$ cat config.mk
export PLATFORM = sky130hd
export DESIGN_NAME = strip_cluster_compressor
export DESIGN_NICKNAME = d
export VERILOG_FILES = /design/src/rtl/scc_pkg.sv /design/src/rtl/scan_sequencer.sv /design/src/rtl/run_scanner.sv /design/src/rtl/slot_collector.sv /design/src/rtl/strip_cluster_compressor.sv
export SDC_FILE = /design/constraint.sdc
export NUM_CORES = 1
export LEC_CHECK = 0
export ABC_AREA = 0
export BUFFER_PORTS_ARGS = -buffer_cell sky130_fd_sc_hd__buf_4
export CAP_MARGIN = 0
export CORE_MARGIN = 2
export CORE_UTILIZATION = 52
export DETAILED_ROUTE_END_ITERATION = 10
export PLACE_DENSITY_LB_ADDON = 0.1
export SLEW_MARGIN = 10
export SYNTH_ARGS = -nofsm -noshare
export SYNTH_HDL_FRONTEND = slang
export SYNTH_SLANG_ARGS = --single-unit
export TNS_END_PERCENT = 1
$ cat constraint.sdc
create_clock -name clk -period 7.25 [get_ports clk]
set_input_delay 0.3625 -clock clk [delete_from_list [all_inputs] [get_ports clk]]
set_output_delay 0.3625 -clock clk [all_outputs]
set_load 0.05 [all_outputs]
$ cat src/rtl/scc_pkg.sv
package scc_pkg;
  localparam int STRIPS     = 256;
  localparam int ADDR_W     = $clog2(STRIPS);
  localparam int PAT_W      = 3;
  localparam int SLOT_W     = ADDR_W + PAT_W;
  localparam int FAST_SLOTS = 4;
  localparam int FULL_SLOTS = 3;
  localparam int MAX_SLOTS  = (FAST_SLOTS > FULL_SLOTS) ? FAST_SLOTS : FULL_SLOTS;
  localparam int CNT_W      = $clog2(MAX_SLOTS + 1);
  localparam int FAST_FW    = FAST_SLOTS * ADDR_W;
  localparam int FULL_FW    = FULL_SLOTS * SLOT_W;
  localparam int FIELD_W    = (FAST_FW > FULL_FW) ? FAST_FW : FULL_FW;

  // Middle strip of a run, rounded towards the lower address.
  function automatic logic [ADDR_W-1:0] run_centre(input logic [ADDR_W-1:0] hi,
                                                   input logic [ADDR_W-1:0] lo);
    logic [ADDR_W:0] sum;
    sum = {1'b0, hi} + {1'b0, lo};
    return sum[ADDR_W:1];
  endfunction

  // Number of slots available in a given mode.
  function automatic logic [CNT_W-1:0] slot_limit(input logic full);
    return full ? CNT_W'(FULL_SLOTS) : CNT_W'(FAST_SLOTS);
  endfunction
endpackage

$ cat src/rtl/scan_sequencer.sv
module scan_sequencer
  import scc_pkg::*;
#(
  parameter int NSTRIP = STRIPS,
  localparam int AW = $clog2(NSTRIP)
) (
  input  logic          clk,
  input  logic          rst_n,
  input  logic          start,
  output logic          accept,
  output logic          step,
  output logic          finish,
  output logic [AW-1:0] idx
);
  logic busy;
  logic last_step;

  assign accept    = start && !busy;
  assign step      = busy;
  assign last_step = busy && (idx == '0);

  always_ff @(posedge clk) begin
    if (!rst_n) begin
      busy   <= 1'b0;
      finish <= 1'b0;
      idx    <= '0;
    end else begin
      finish <= last_step;
      if (accept) begin
        busy <= 1'b1;
        idx  <= AW'(NSTRIP - 1);
      end else if (last_step) begin
        busy <= 1'b0;
      end else if (busy) begin
        idx <= idx - 1'b1;
      end
    end
  end

  // a start during a scan must not restart the strip index
  assert_start_ignored_R3: assert property (@(posedge clk) disable iff (!rst_n)
    (start && busy && idx != '0) |=> (busy && idx == $past(idx) - 1'b1));

  // the scan always ends with exactly one finish step
  assert_finish_pulse_R2: assert property (@(posedge clk) disable iff (!rst_n)
    finish |=> !finish);
endmodule

$ cat src/rtl/run_scanner.sv
module run_scanner
  import scc_pkg::*;
#(
  parameter int NSTRIP = STRIPS,
  localparam int AW = $clog2(NSTRIP),
  localparam int SW = AW + PAT_W
) (
  input  logic             clk,
  input  logic             rst_n,
  input  logic             clear,
  input  logic             step,
  input  logic             full_mode,
  input  logic [AW-1:0]    idx,
  input  logic             cur,
  input  logic [PAT_W-1:0] nbr,
  output logic             emit,
  output logic [SW-1:0]    word
);
  logic          in_run;
  logic [AW-1:0] run_hi;
  logic [1:0]    skip;

  logic          close_mid, close_end, fast_emit, full_emit;
  logic [AW-1:0] hi_sel, lo_sel, fast_addr;

  assign close_mid = in_run && !cur;
  assign close_end = cur && (idx == '0);
  assign fast_emit = close_mid || close_end;
  assign hi_sel    = in_run ? run_hi : idx;
  assign lo_sel    = close_mid ? (idx + {{(AW-1){1'b0}}, 1'b1}) : '0;
  assign fast_addr = run_centre(hi_sel, lo_sel);
  assign full_emit = cur && (skip == 2'd0);

  assign emit = step && (full_mode ? full_emit : fast_emit);
  assign word = full_mode ? {idx, nbr} : {fast_addr, {PAT_W{1'b0}}};

  always_ff @(posedge clk) begin
    if (!rst_n || clear) begin
      in_run <= 1'b0;
      run_hi <= '0;
      skip   <= 2'd0;
    end else if (step) begin
      if (!full_mode) begin
        if (cur && !in_run && idx != '0) begin
          in_run <= 1'b1;
          run_hi <= idx;
        end else if (fast_emit) begin
          in_run <= 1'b0;
        end
      end else begin
        if (full_emit)          skip <= 2'd3;
        else if (skip != 2'd0)  skip <= skip - 2'd1;
      end
    end
  end

  // a full-mode cluster consumes the next strip, so no emit follows at once
  assert_full_window_R6: assert property (@(posedge clk) disable iff (!rst_n)
    (emit && full_mode && !clear) |=> !emit);

  // a fast-mode cluster is reported only once its run has ended
  assert_fast_after_run_R5: assert property (@(posedge clk) disable iff (!rst_n)
    (emit && !full_mode && idx != '0) |-> $past(step && cur));
endmodule

$ cat src/rtl/slot_collector.sv
module slot_collector
  import scc_pkg::*;
#(
  parameter int NSTRIP = STRIPS,
  localparam int AW = $clog2(NSTRIP),
  localparam int SW = AW + PAT_W
) (
  input  logic                         clk,
  input  logic                         rst_n,
  input  logic                         clear,
  input  logic                         full_mode,
  input  logic                         emit,
  input  logic [SW-1:0]                word,
  output logic [MAX_SLOTS-1:0][SW-1:0] slots,
  output logic                         overflow
);
  logic [CNT_W-1:0] count;
  logic [CNT_W-1:0] limit;
  logic             room;

  assign limit = slot_limit(full_mode);
  assign room  = count < limit;

  always_ff @(posedge clk) begin
    if (!rst_n || clear) begin
      count    <= '0;
      overflow <= 1'b0;
    end else if (emit) begin
      if (room) count <= count + 1'b1;
      else      overflow <= 1'b1;
    end
  end

  for (genvar g = 0; g < MAX_SLOTS; g++) begin : g_slot
    always_ff @(posedge clk) begin
      if (!rst_n || clear)
        slots[g] <= '1;
      else if (emit && room && count == CNT_W'(g))
        slots[g] <= word;
    end
  end

  // the fill level never passes the mode's slot count
  assert_slot_limit_R8: assert property (@(posedge clk) disable iff (!rst_n)
    count <= limit);

  // a cluster arriving with no room left raises overflow
  assert_overflow_set_R8: assert property (@(posedge clk) disable iff (!rst_n)
    (emit && !room && !clear) |=> overflow);

  // overflow stays clear while slots remain free
  assert_no_early_overflow_R7: assert property (@(posedge clk) disable iff (!rst_n)
    (overflow && !clear) |-> (count == limit));
endmodule

$ cat src/rtl/strip_cluster_compressor.sv
module strip_cluster_compressor
  import scc_pkg::*;
#(
  parameter int NSTRIP  = STRIPS,
  parameter int TRIG_W  = 8,
  parameter int BUNCH_W = 8,
  localparam int AW    = $clog2(NSTRIP),
  localparam int SW    = AW + PAT_W,
  localparam int PAY_W = 2 + TRIG_W + BUNCH_W + FIELD_W
) (
  input  logic               clk,
  input  logic               rst_n,
  input  logic               start,
  input  logic               full_mode,
  input  logic [NSTRIP-1:0]  hits,
  input  logic [TRIG_W-1:0]  trig_id,
  input  logic [BUNCH_W-1:0] bunch_id,
  output logic               valid,
  output logic [PAY_W-1:0]   payload
);
  logic                         accept, step, finish;
  logic [AW-1:0]                idx;
  logic [NSTRIP-1:0]            hreg;
  logic                         mode_q;
  logic [TRIG_W-1:0]            trig_q;
  logic [BUNCH_W-1:0]           bunch_q;
  logic                         emit;
  logic [SW-1:0]                word;
  logic [MAX_SLOTS-1:0][SW-1:0] slots;
  logic                         overflow;
  logic [FAST_FW-1:0]           field_fast;
  logic [FULL_FW-1:0]           field_full;
  logic [FIELD_W-1:0]           field;

  scan_sequencer #(.NSTRIP(NSTRIP)) u_seq (
    .clk(clk), .rst_n(rst_n), .start(start),
    .accept(accept), .step(step), .finish(finish), .idx(idx)
  );

  // Captured event; the hit copy shifts so the strip under test sits on top.
  always_ff @(posedge clk) begin
    if (!rst_n) begin
      hreg    <= '0;
      mode_q  <= 1'b0;
      trig_q  <= '0;
      bunch_q <= '0;
    end else if (accept) begin
      hreg    <= hits;
      mode_q  <= full_mode;
      trig_q  <= trig_id;
      bunch_q <= bunch_id;
    end else if (step) begin
      hreg <= {hreg[NSTRIP-2:0], 1'b0};
    end
  end

  run_scanner #(.NSTRIP(NSTRIP)) u_scan (
    .clk(clk), .rst_n(rst_n), .clear(accept), .step(step),
    .full_mode(mode_q), .idx(idx),
    .cur(hreg[NSTRIP-1]), .nbr(hreg[NSTRIP-2 -: PAT_W]),
    .emit(emit), .word(word)
  );

  slot_collector #(.NSTRIP(NSTRIP)) u_slots (
    .clk(clk), .rst_n(rst_n), .clear(accept), .full_mode(mode_q),
    .emit(emit), .word(word), .slots(slots), .overflow(overflow)
  );

  for (genvar g = 0; g < FAST_SLOTS; g++) begin : g_fast
    assign field_fast[(FAST_SLOTS-g)*AW-1 -: AW] = slots[g][SW-1 -: AW];
  end
  for (genvar g = 0; g < FULL_SLOTS; g++) begin : g_full
    assign field_full[(FULL_SLOTS-g)*SW-1 -: SW] = slots[g];
  end
  assign field = mode_q ? FIELD_W'(field_full) : FIELD_W'(field_fast);

  always_ff @(posedge clk) begin
    if (!rst_n) begin
      valid   <= 1'b0;
      payload <= '0;
    end else begin
      valid <= finish;
      if (finish) payload <= {mode_q, trig_q, bunch_q, overflow, field};
    end
  end

  // a summary only follows the final scan step
  assert_valid_after_scan_R2: assert property (@(posedge clk) disable iff (!rst_n)
    valid |-> $past(finish));

  // the delivered payload is held between summaries
  assert_payload_hold_R2: assert property (@(posedge clk) disable iff (!rst_n)
    (!valid && !$past(finish)) |-> $stable(payload));
endmodule

==> flow_metrics.env <==
export IMPL_cp_start_kind="flip-flop"
export IMPL_p_switching_uw=1290
export IMPL_final_nets=2583
export IMPL_grt_usage_pct=23.1
export IMPL_end_kind="flip-flop"
export IMPL_fillers=2894
export IMPL_drtIter0Drc=862
export IMPL_cts_reportedPaths_clkPinSlew_ns=0.06
export IMPL_period_share_pct=43.7
export IMPL_timing_fmax_mhz=315
export IMPL_synth_edf_count=0
export IMPL_criticalPathCategory="reg -> reg"
export IMPL_tns_ns=0
export IMPL_required_ns=7.63
export IMPL_power_uw=5080
export IMPL_ant_nets=0
export IMPL_yosys_area_share_simple_pct=17.1
export IMPL_worstPathArrival_ns=3.55
export IMPL_clock_latency_ns=0.54
export IMPL_synth_main_ff_cell="dfxtp_1"
export IMPL_p_int_uw=3790
export IMPL_worstMarginPinSlew_ns=1.13
export IMPL_postCtsHoldBufs=0
export IMPL_avgSynthCellArea_um2=8.46
export IMPL_layout_commonest_cell="nor2_1"
export IMPL_synth_compound_area_share_pct=12.6
export IMPL_hold_viol=0
export IMPL_rsz0062_at_grt="no"
export IMPL_overflow=0
export IMPL_syn_nets=2359
export IMPL_wl_per_cell_um=15.2
export IMPL_cellPowerDensity_mw_per_mm2=239
export IMPL_hp_class="in -> reg"
export IMPL_ys_ff_latch=391
export IMPL_status="complete, no violations"
export IMPL_synthXorXnorAreaFrac_pct=0.702
export IMPL_dp_slack_ns=4.06
export IMPL_vias_per_cell=5.22
export IMPL_rows=67
export IMPL_reg2regPathDepth=5
export IMPL_most_common_layout_cells="606 x nor2_1, 388 x dfxtp_1, 341 x buf_4"
export IMPL_ys_warn_count=0
export IMPL_p_comb_share_pct=13.0
export IMPL_fin_worst_skew_ns=0.0172
export IMPL_cpPeakStageDelay_ns=0.94
export IMPL_drc=0
export IMPL_drive_gt1_share_pct=18.5
export IMPL_dp_hpwl_mm=28.2
export IMPL_gp_congestion=0.842
export IMPL_cts_setup_buffers=0
export IMPL_die_area_mm2=0.0351
export IMPL_numCtsBuffers=42
export IMPL_p_leak_uw=0.00958
export IMPL_critPathSlowestCell="dfxtp_4"
export IMPL_syn_inst=2064
export IMPL_ys_types=58
export IMPL_cts_sinks=391
export IMPL_setup_viol=0
export IMPL_p_clk_share_pct=40.7
export IMPL_maxCapViolCount=0
export IMPL_grt_max_degree=189
export IMPL_async_reset_ff_share_pct=0
export IMPL_grt_antenna_before_repair=3
export IMPL_seq_area_frac_synth_pct=44.8
export IMPL_grt_pass1_vias=13624
export IMPL_core_area_mm2=0.0333
export IMPL_synth_mux_area_share_pct=19.1
export IMPL_synth_top_family_by_area="multiplexers"
export IMPL_vias=14443
export IMPL_setup_slack_ns=4.08
export IMPL_drt_total_wl_mm=41.9
export IMPL_swShare_pct=25.4
export IMPL_htreeDepth=2
export IMPL_grt_pass1_wl_mm=67.5
export IMPL_finalCriticalPeriod_ns=3.17
export IMPL_syn_to_final_growth_pct=21.7
export IMPL_pwr_share_seq_pct=46.3
export IMPL_io_buffer_count=327
export IMPL_ios=328
export IMPL_relSlewSlack_pct=24.6
export IMPL_peakVddDrop_mv=0.180
export IMPL_cts_resized=0
export IMPL_initial_core_util_pct=52.5
export IMPL_cts_tree="yes"
export IMPL_maxSlewViolCount=0
export IMPL_fin_util_pct=63.9
export IMPL_clockRootBuffer="clkbuf_16"
export IMPL_hold_path_cell_count=3
export IMPL_die_w_um=187
export IMPL_die_h_um=187
export IMPL_cts_max_path_buffers=3
export IMPL_synth_fa_ha_area_share_pct=1.40
export IMPL_crit_fanout=108
export IMPL_cp_cell_sequence="buf_4 -> buf_4 -> nor2_1 -> a21oi_1 -> nor2_1"
export IMPL_syn_area_mm2=0.0175
export IMPL_dr_pass1_iters=5
through the flow:
| step | cells | area [µm²] | hold WS (ns) |
|---|---|---|---|
| final | 2767 | 21300 | 0.0783 |
| after floorplan | 2064 | 17500 | 0.436 |
| after detailed placement | 2692 | 19900 | 0.447 |
| after global placement | 2692 | 19900 | 0.442 |
| after CTS | 2764 | 21200 | 0.0595 |
| after global routing | 2767 | 21300 | 0.0630 |
synthesized netlist by cell type, drive strengths merged, types with 2 or more instances:
cell type,instances,area (µm²)
nor2,606,2270
dfxtp,391,7830
mux2i,328,3280
a21oi,297,1490
clkbuf,121,474
nand2,80,300
buf,41,224
a211oi,38,285
o211ai,19,156
ha,18,225
o21ai,15,78.8
inv,11,41.3
nand3,11,55.1
xor2,8,70.1
nor3,7,35.0
and3,6,38.8
nand4,6,88.8
nor2b,6,37.5
o21a,6,45.0
xnor2,6,52.6
mux2,5,56.3
a21o,3,22.5
a31oi,3,33.8
and2,3,18.8
nor4,3,25.0
o31ai,3,22.5
a311oi,2,17.5
nand2b,2,12.5
nand4b,2,17.5
or2b,2,17.5
layout make-up:
class	instances	area [µm²]	area share, %
timing repair buffer	342	2570	12.1
clock inverter	13	130	0.612
antenna	3	7.51	0.0353
clock buffer	59	1200	5.63
tap	448	561	2.64
inverter	11	48.8	0.230
sequential	391	7840	36.9
multi-input combinational	1500	8900	41.9
metal layers:
layer / GRT usage, % / part of all wire [%] / wire length, µm
met5: 0 / 0 / 0
met4: 7.63 / 2.7 / 1150
met1: 27.8 / 42 / 17500
met3: 7.00 / 7.3 / 3070
met2: 39.2 / 48 / 20200
registers in the layout (all words and copies together), names as in the netlist:
register,cells
u_slots.overflow,1
hreg,256
u_seq.finish,1
valid,1
u_slots.count,3
u_scan.skip,2
u_scan.run_hi,8
u_seq.idx,8
bunch_q,8
payload,51
trig_q,8
u_slots.slots,41
u_scan.in_run,1
u_seq.step,1
mode_q,1
kinds of logic after synthesis:
logic type	after synthesis
DFF	391
and+or+nand+nor	742
buffers and inverters	173
adders and majority gates	19
muxes	333
AOI/OAI and AO/OA	392
xor gates and xnor gates	14
power by group through the flow:
stage               registers (µW)  logic (µW)  clock network (µW)
floorplan                     2370         481                   0
global placement              2390         647                   0
detailed placement            2400         662                   0
CTS                           2350         665                2120
global route                  2370         743                2200
finish                        2350         661                2070
worst max-delay path: cells and delay by family (launching register included):
| kind | cells | cell delay, ns |
|---|---|---|
| AOI/OAI and AO/OA | 1 | 0.16 |
| buffers and inverters | 2 | 1.65 |
| DFF | 1 | 0.94 |
| and+or+nand+nor | 2 | 0.19 |
worst paths after layout:
| kind | from | end | slack (ns) |
|---|---|---|---|
| worst max-delay path | u_seq.step | hreg[158] | 4.08 |
| worst min-delay path | bunch_id[1] | bunch_q[1] | 0.08 |
| worst max register to register | u_seq.step | hreg[158] | 4.08 |
| worst min register to register | bunch_q[7] | bunch_q[7] | 0.45 |
No activity file was read; power rests on OpenSTA's default activity.
